**src/rtl/st_pkg.sv**
```systemverilog
package st_pkg;
    localparam int OFF_REV   = 'h00;
    localparam int OFF_CFG   = 'h10;
    localparam int OFF_IRQST = 'h18;
    localparam int OFF_IRQEN = 'h1C;
    localparam int OFF_GAIN  = 'h24;
    localparam int OFF_PORT  = 'h28;
    localparam int OFF_CTRL  = 'h2C;

    localparam int CTRL_EN_BIT   = 0;
    localparam int CTRL_WREN_BIT = 1;
    localparam int CTRL_DONE_BIT = 2;

    typedef enum logic [1:0] {
        LD_IDLE = 2'd0,
        LD_FILL = 2'd1,
        LD_FULL = 2'd2
    } ld_state_t;
endpackage

```
**src/rtl/st_load_fsm.sv**
```systemverilog
module st_load_fsm
    import st_pkg::*;
#(
    parameter int NTAPS = 128,
    parameter int IDX_W = $clog2(NTAPS)
) (
    input  logic             clk,
    input  logic             rst_n,
    input  logic             arm,
    input  logic             disarm,
    input  logic             port_wr,
    output logic             ram_we,
    output logic [IDX_W-1:0] ptr,
    output logic             done,
    output logic             done_set
);
    localparam logic [IDX_W-1:0] LAST = IDX_W'(NTAPS - 1);

    ld_state_t state, state_nx;

    // state register
    always_ff @(posedge clk or negedge rst_n) begin
        if (!rst_n) state <= LD_IDLE;
        else        state <= state_nx;
    end

    // next state
    always_comb begin
        state_nx = state;
        if (arm) begin
            state_nx = LD_FILL;
        end else begin
            unique case (state)
                LD_IDLE: state_nx = LD_IDLE;
                LD_FILL: begin
                    if (disarm)                      state_nx = LD_IDLE;
                    else if (port_wr && ptr == LAST) state_nx = LD_FULL;
                end
                LD_FULL: if (disarm) state_nx = LD_IDLE;
                default: state_nx = LD_IDLE;
            endcase
        end
    end

    // outputs
    always_comb begin
        ram_we   = (state == LD_FILL) && port_wr && !arm;
        done_set = ram_we && (ptr == LAST);
    end

    always_ff @(posedge clk or negedge rst_n) begin
        if (!rst_n) begin
            ptr  <= '0;
            done <= 1'b0;
        end else if (arm) begin
            ptr  <= '0;
            done <= 1'b0;
        end else begin
            if (ram_we && ptr != LAST) ptr <= ptr + 1'b1;
            if (done_set)              done <= 1'b1;
        end
    end
endmodule

```
**src/rtl/st_coef_ram.sv**
```systemverilog
module st_coef_ram #(
    parameter int NTAPS  = 128,
    parameter int COEF_W = 16,
    parameter int IDX_W  = $clog2(NTAPS)
) (
    input  logic              clk,
    input  logic              we,
    input  logic [IDX_W-1:0]  waddr,
    input  logic [COEF_W-1:0] wdata,
    input  logic [IDX_W-1:0]  raddr,
    output logic [COEF_W-1:0] rdata
);
    logic [COEF_W-1:0] mem [NTAPS];

    always_ff @(posedge clk) begin
        if (we) mem[waddr] <= wdata;
    end

    assign rdata = mem[raddr];
endmodule

```
**src/rtl/st_coef_regif.sv**
```systemverilog
module st_coef_regif
    import st_pkg::*;
#(
    parameter int          ADDR_W = 8,
    parameter int          DATA_W = 32,
    parameter int          COEF_W = 16,
    parameter int          NTAPS  = 128,
    parameter logic [31:0] REV_ID = 32'h0000_0103,
    parameter int          IDX_W  = $clog2(NTAPS)
) (
    input  logic              clk,
    input  logic              rst_n,
    input  logic [ADDR_W-1:0] bus_addr,
    input  logic              bus_we,
    input  logic [DATA_W-1:0] bus_wdata,
    output logic [DATA_W-1:0] bus_rdata,
    input  logic [IDX_W-1:0]  tap_idx_i,
    output logic [COEF_W-1:0] tap_coef_o,
    output logic [COEF_W-1:0] gain0_o,
    output logic [COEF_W-1:0] gain1_o,
    output logic              st_en_o,
    output logic              auto_idle_o,
    output logic              irq_o
);
    localparam logic [ADDR_W-1:0] A_REV   = ADDR_W'(OFF_REV);
    localparam logic [ADDR_W-1:0] A_CFG   = ADDR_W'(OFF_CFG);
    localparam logic [ADDR_W-1:0] A_IRQST = ADDR_W'(OFF_IRQST);
    localparam logic [ADDR_W-1:0] A_IRQEN = ADDR_W'(OFF_IRQEN);
    localparam logic [ADDR_W-1:0] A_GAIN  = ADDR_W'(OFF_GAIN);
    localparam logic [ADDR_W-1:0] A_PORT  = ADDR_W'(OFF_PORT);
    localparam logic [ADDR_W-1:0] A_CTRL  = ADDR_W'(OFF_CTRL);

    logic              wren;
    logic              irq_stat;
    logic              irq_en;
    logic              ctrl_wr, port_wr;
    logic              arm, disarm;
    logic              ram_we, load_done, done_set;
    logic [IDX_W-1:0]  ld_ptr;

    assign ctrl_wr = bus_we && (bus_addr == A_CTRL);
    assign port_wr = bus_we && (bus_addr == A_PORT);
    assign arm     = ctrl_wr &&  bus_wdata[CTRL_WREN_BIT] && !wren;
    assign disarm  = ctrl_wr && !bus_wdata[CTRL_WREN_BIT] &&  wren;

    always_ff @(posedge clk or negedge rst_n) begin
        if (!rst_n) begin
            auto_idle_o <= 1'b1;
            irq_stat    <= 1'b0;
            irq_en      <= 1'b0;
            gain0_o     <= '0;
            gain1_o     <= '0;
            st_en_o     <= 1'b0;
            wren        <= 1'b0;
        end else begin
            if (bus_we && bus_addr == A_CFG)   auto_idle_o <= bus_wdata[0];
            if (bus_we && bus_addr == A_IRQEN) irq_en      <= bus_wdata[0];
            if (bus_we && bus_addr == A_GAIN) begin
                gain0_o <= bus_wdata[COEF_W-1:0];
                gain1_o <= bus_wdata[2*COEF_W-1:COEF_W];
            end
            if (ctrl_wr) begin
                st_en_o <= bus_wdata[CTRL_EN_BIT];
                wren    <= bus_wdata[CTRL_WREN_BIT];
            end
            if (done_set)
                irq_stat <= 1'b1;
            else if (bus_we && bus_addr == A_IRQST && bus_wdata[0])
                irq_stat <= 1'b0;
        end
    end

    assign irq_o = irq_stat && irq_en;

    always_comb begin
        bus_rdata = '0;
        case (bus_addr)
            A_REV:   bus_rdata = DATA_W'(REV_ID);
            A_CFG:   bus_rdata[0] = auto_idle_o;
            A_IRQST: bus_rdata[0] = irq_stat;
            A_IRQEN: bus_rdata[0] = irq_en;
            A_GAIN:  bus_rdata[2*COEF_W-1:0] = {gain1_o, gain0_o};
            A_CTRL: begin
                bus_rdata[CTRL_EN_BIT]   = st_en_o;
                bus_rdata[CTRL_WREN_BIT] = wren;
                bus_rdata[CTRL_DONE_BIT] = load_done;
            end
            default: bus_rdata = '0;
        endcase
    end

    st_load_fsm #(.NTAPS(NTAPS), .IDX_W(IDX_W)) u_fsm (
        .clk      (clk),
        .rst_n    (rst_n),
        .arm      (arm),
        .disarm   (disarm),
        .port_wr  (port_wr),
        .ram_we   (ram_we),
        .ptr      (ld_ptr),
        .done     (load_done),
        .done_set (done_set)
    );

    st_coef_ram #(.NTAPS(NTAPS), .COEF_W(COEF_W), .IDX_W(IDX_W)) u_ram (
        .clk   (clk),
        .we    (ram_we),
        .waddr (ld_ptr),
        .wdata (bus_wdata[COEF_W-1:0]),
        .raddr (tap_idx_i),
        .rdata (tap_coef_o)
    );
endmodule

```
**config.mk**
```make
export PLATFORM = sky130hd
export DESIGN_NAME = st_coef_regif
export DESIGN_NICKNAME = d
export VERILOG_FILES = /design/src/rtl/st_pkg.sv /design/src/rtl/st_load_fsm.sv /design/src/rtl/st_coef_ram.sv /design/src/rtl/st_coef_regif.sv
export SDC_FILE = /design/constraint.sdc
export NUM_CORES = 2
export LEC_CHECK = 0
export BUFFER_PORTS_ARGS = -buffer_cell sky130_fd_sc_hd__buf_2
export CAP_MARGIN = 20
export CELL_PAD_IN_SITES_DETAIL_PLACEMENT = 1
export CELL_PAD_IN_SITES_GLOBAL_PLACEMENT = 1
export CORE_MARGIN = 3
export CORE_UTILIZATION = 59
export CTS_BUF_LIST = sky130_fd_sc_hd__clkbuf_4 sky130_fd_sc_hd__clkbuf_8
export DETAILED_ROUTE_END_ITERATION = 8
export GPL_TIMING_DRIVEN = 1
export PLACE_DENSITY_LB_ADDON = 0.12
export SLEW_MARGIN = 20
export SYNTH_ARGS = -nofsm -noshare
export SYNTH_HDL_FRONTEND = slang
export SYNTH_SLANG_ARGS = --single-unit
export TNS_END_PERCENT = 30
```
**constraint.sdc**
```tcl
create_clock -name clk -period 3.22 [get_ports clk]
set_clock_uncertainty 0.1 [all_clocks]
set_input_delay 0.161 -clock clk [delete_from_list [all_inputs] [get_ports clk]]
set_output_delay 0.161 -clock clk [all_outputs]
set_load 0.03 [all_outputs]
```
==> metrics.md <==
| Metric | Value |
|---|---|
| Worst Setup Start Kind | `flop` |
| I/O pins | `between 100 and 150` |
| Crit. End Element | `output port` |
| Post-DP Area | `roughly 0.086 mm^2` |
| Pint | `43.2 mW` |
| Fin. max-slew vios | `0` |
| Clock latency on the worst-skew pair | `between 0.9 and 1 ns` |
| IO Port Bufs | `~130` |
| Drt first-iter violations | `approximately 6000` |
| Slew margin rel. | `between 20 and 30%` |
| CP delay by family, top | `multiplexers` |
| Die area | `0.141 mm^2` |
| Sequential power share | `between 50% and 60%` |
| Row count | `approximately 130` |
| Status | `finished with violations` |
| Final Setup Violations | `17` |
| Gpl congestion | `0.829` |
| First-pass GRT wire length | `313 mm` |
| Die Y-Extent | `~380 um` |
| Yosys warnings | `0` |
| Clock Path Buffers | `4` |
| Power Density | `594 mW/mm^2` |
| Gr usage total | `about a third` |
| Gate count after technology mapping | `between 3000 and 4000` |
| GRT Residual Overflow | `0` |
| Total Wirelength | `~220 mm` |
| Initial antenna violation count | `18` |
| Synth top area cells | `edfxtp_1, mux4_2, dfrtp_1, mux2_2, nor2_1` |
| Via count | `a little over 40000` |
| Failing checks | `negative setup slack` |
| H-tree Lvls | `5` |
| Fin Setup TNS | `-9.86 ns` |
| Routed WL per cell | `between 30 and 40 um` |
| Gate power share | `under 10%` |
| Area grow syn2layout | `15.8%` |
| Met2 usage | `about half` |
| Critical path's slowest cell | `mux4_2` |
| CTS clk-pin slew, worst paths | `0.06 ns` |
| Max Cap Viol | `0` |
| VDD IR max | `about 0.00048 V` |
| Hold Path Class | `in -> async` |
| Die Width | `about 380 um` |
| Initial Util | `around 60%` |
| Post-route clock period utilization | `121%` |
| TritonCTS buffer count | `340` |
| Count of final hold-check violations | `0` |
| Library cells used by synthesis | `36` |
| Pin count of the biggest net entering global routing | `130` |
| Post-CTS setup buffer count | `0` |
| # DRC | `0` |
| Share of the synthesized area in the top cell type | `76.5%` |
| Least-Margin Pin Slew | `about 1.1 ns` |
| CTS tree | `yes` |
| Clock share of power | `around 40%` |
| Fmax | `257 MHz` |
| Switching Fraction | `21.8%` |
| Core area | `0.134 mm^2` |
| Max FO, Critical Path | `1` |
| M3 GR Usage | `under 10%` |
| Area leader, netlist | `edfxtp_1` |
| FF+latch count, synth | `2095` |
| Vias in the first global route | `approximately 43000` |
| CP cell instances | `mux4_2 -> mux4_2 -> mux4_2 -> mux2_4 -> buf_6` |
| Sequential element share of the synthesized area | `78.0%` |
| Avg Inst Size Synth | `about 25 um^2` |
| DRT Pass-1 Iters | `8` |
| CP dominant cell by count | `mux4_2` |
| Hpwl dp | `127 mm` |
| CTS Root Cell | `clkbuf_8` |
| GRT met1 Usage | `45.3%` |
| Fin area | `0.0931 mm^2` |
| Post-layout min period | `just under 4 ns` |
| WP buf/inv | `1` |
| Layer with the highest usage | `met2` |
| P_sw | `12.0 mW` |
| Final non-filler cell total | `between 5000 and 6000` |
| RSZ-0062 raised after global routing | `true` |
| Post-DRT Antenna Nets | `0` |
| Crit-path max cell delay | `between 0.6 and 0.7 ns` |
| Crit Path Class | `reg -> out` |
| Mapped cell area | `roughly 0.080 mm^2` |
| Placed cell count | `5275` |
| Layout cells sized above 1 | `39.7%` |
| Leak Pwr | `30.3 nW` |
| CP Data Arrival Time | `about 3.6 ns` |
| TritonCTS Sinks | `roughly 2100` |
| CP required | `about 3.0 ns` |
| Via density | `a little under 7` |
| Syn nets | `3306` |
| Final setup margin | `-0.666 ns` |
| Final #Nets | `approximately 4000` |
[power groups by stage]
stage | sequential [mW] | clock [mW] | combinational (mW)
floorplan | 30.6 | 0 | 1.47
global placement | 30.5 | 0 | 2.90
detailed placement | 30.5 | 0 | 3.01
CTS | 30.0 | 22.5 | 3.16
global route | 29.9 | 23.8 | 3.33
finish | 30.0 | 22.1 | 3.19
[cells by family (layout without fill, tap and decap cells)]
| logic type | count (synthesis) | in the layout | synth area share (%) |
|---|---|---|---|
| buf+inv | 173 | 1098 | 0.901 |
| mux | 728 | 728 | 19.6 |
| xor+xnor | 6 | 6 | 0.0654 |
| fa+ha+maj | 1 | 1 | 0.0156 |
| simple gates | 240 | 240 | 1.32 |
| other cells | 0 | 3 | 0 |
| compound gates | 12 | 12 | 0.0981 |
| flops | 2095 | 2095 | 78.0 |
[area by class of cell]
cell class / count / area [um^2]
Clock buffer: 457 / 5710
Multi-Input combinational cell: 987 / 17000
Sequential cell: 2095 / 62700
Inverter: 4 / 15.0
Timing Repair Buffer: 511 / 4710
Fill cell: 10200 / 41200
Clock inverter: 126 / 697
Tap cell: 1768 / 2210
Antenna cell: 3 / 7.51
[repair_timing]
item                                    in CTS  in global routing
gates resized for setup                     42                 16
pin swaps                                    0                  0
hold endpoints to repair                  2007                  0
hold buffers                                90                  0
endpoints found under the setup margin      16                 48
[sequential cells by signal, indices dropped and copies added (netlist names)]
register     count
u_ram.mem     2048
u_fsm.ptr        7
st_en_o          1
auto_idle_o      1
wren             1
u_fsm.done       1
gain1_o         16
irq_stat         1
gain0_o         16
u_fsm.state      2
irq_en           1
[cell usage after synthesis]
| cell | count |
|---|---|
| a21o_1 | 1 |
| nor4b_1 | 2 |
| inv_1 | 4 |
| nor2b_1 | 6 |
| mux4_2 | 672 |
| buf_6 | 1 |
| nor4bb_1 | 1 |
| a22oi_1 | 1 |
| clkbuf_1 | 92 |
| nand3_1 | 9 |
| a21oi_1 | 2 |
| o21ai_0 | 4 |
| nand4_1 | 6 |
| xnor2_1 | 3 |
| and4_1 | 1 |
| buf_1 | 22 |
| nor3_1 | 3 |
| xor2_1 | 3 |
| a32oi_1 | 1 |
| a22o_1 | 1 |
| dfrtp_1 | 46 |
| mux2i_1 | 3 |
| buf_2 | 54 |
| and3_1 | 1 |
| mux2_2 | 53 |
| or2_2 | 1 |
| nand2_1 | 28 |
| nand2b_1 | 1 |
| a41o_1 | 1 |
| nor2_1 | 147 |
| ha_1 | 1 |
| edfxtp_1 | 2048 |
| and2_1 | 33 |
| dfstp_2 | 1 |
| nor3b_1 | 1 |
| o22ai_1 | 1 |
[per-stage QoR]
step                utilization (%)  hold slack [ns]  worst slack [ns]  total power, mW
floorplan                         -           -0.235             0.222             32.0
global placement               63.7            0.292            -0.190             33.4
detailed placement             63.7            0.299            -0.226             33.5
CTS                            69.3           0.0603            -0.740             55.6
global route                   69.3            0.124            -0.716             57.0
finish                         69.3            0.160            -0.666             55.2
[worst paths after layout]
check | start | end | slack [ns] | cells past startpoint
setup / recovery | u_ram.mem[20][12]$_DFFE_PP_ | tap_coef_o[12] | -0.67 | 5
hold / removal | rst_n | auto_idle_o$_DFFE_PN1P_ | 0.16 | 3
setup reg to reg | u_fsm.ptr[5]$_DFFE_PN0P_ | u_fsm.state[0]$_DFFE_PN0P_ | 0.32 | 6
hold reg to reg | gain0_o[8]$_DFFE_PN0P_ | gain0_o[8]$_DFFE_PN0P_ | 0.45 | 1
max in group asynchronous | rst_n | u_fsm.ptr[5]$_DFFE_PN0P_ | 2.58 | 4
min in group clk | bus_wdata[6] | u_ram.mem[84][6]$_DFFE_PP_ | 0.19 | 2
[worst register-to-register path: stages, from the launching register on]
cell           delay, ns
dfrtp_1             0.60
nand4_1             0.49
or2_2               0.51
o21ai_0             0.22
o21ai_0             0.13
dlygate4sd3_1       0.57
a21o_1              0.18
[metal layers]
layer,vias to the layer above,routed length [um]
met5,-,27
met2,2753,106000
li1,15400,-
met4,4,6270
met1,21600,81400
met3,393,25300
[cells in the final DEF (no fill, tap or decap), types with 9 or more instances in the layout]
cell type | netlist | layout
and2_1 | 33 | 33
buf_12 | 0 | 62
buf_2 | 54 | 95
buf_4 | 0 | 240
buf_6 | 1 | 20
clkbuf_4 | 0 | 93
clkbuf_8 | 0 | 365
clkinv_1 | 0 | 77
clkinv_2 | 0 | 38
dfrtp_1 | 46 | 46
dlygate4sd3_1 | 0 | 89
edfxtp_1 | 2048 | 2048
mux2_2 | 53 | 37
mux2_4 | 0 | 16
mux4_2 | 672 | 672
nand2_1 | 28 | 28
nand3_1 | 9 | 9
nor2_1 | 147 | 146
Note: power is estimated with default switching activity, not from simulation.
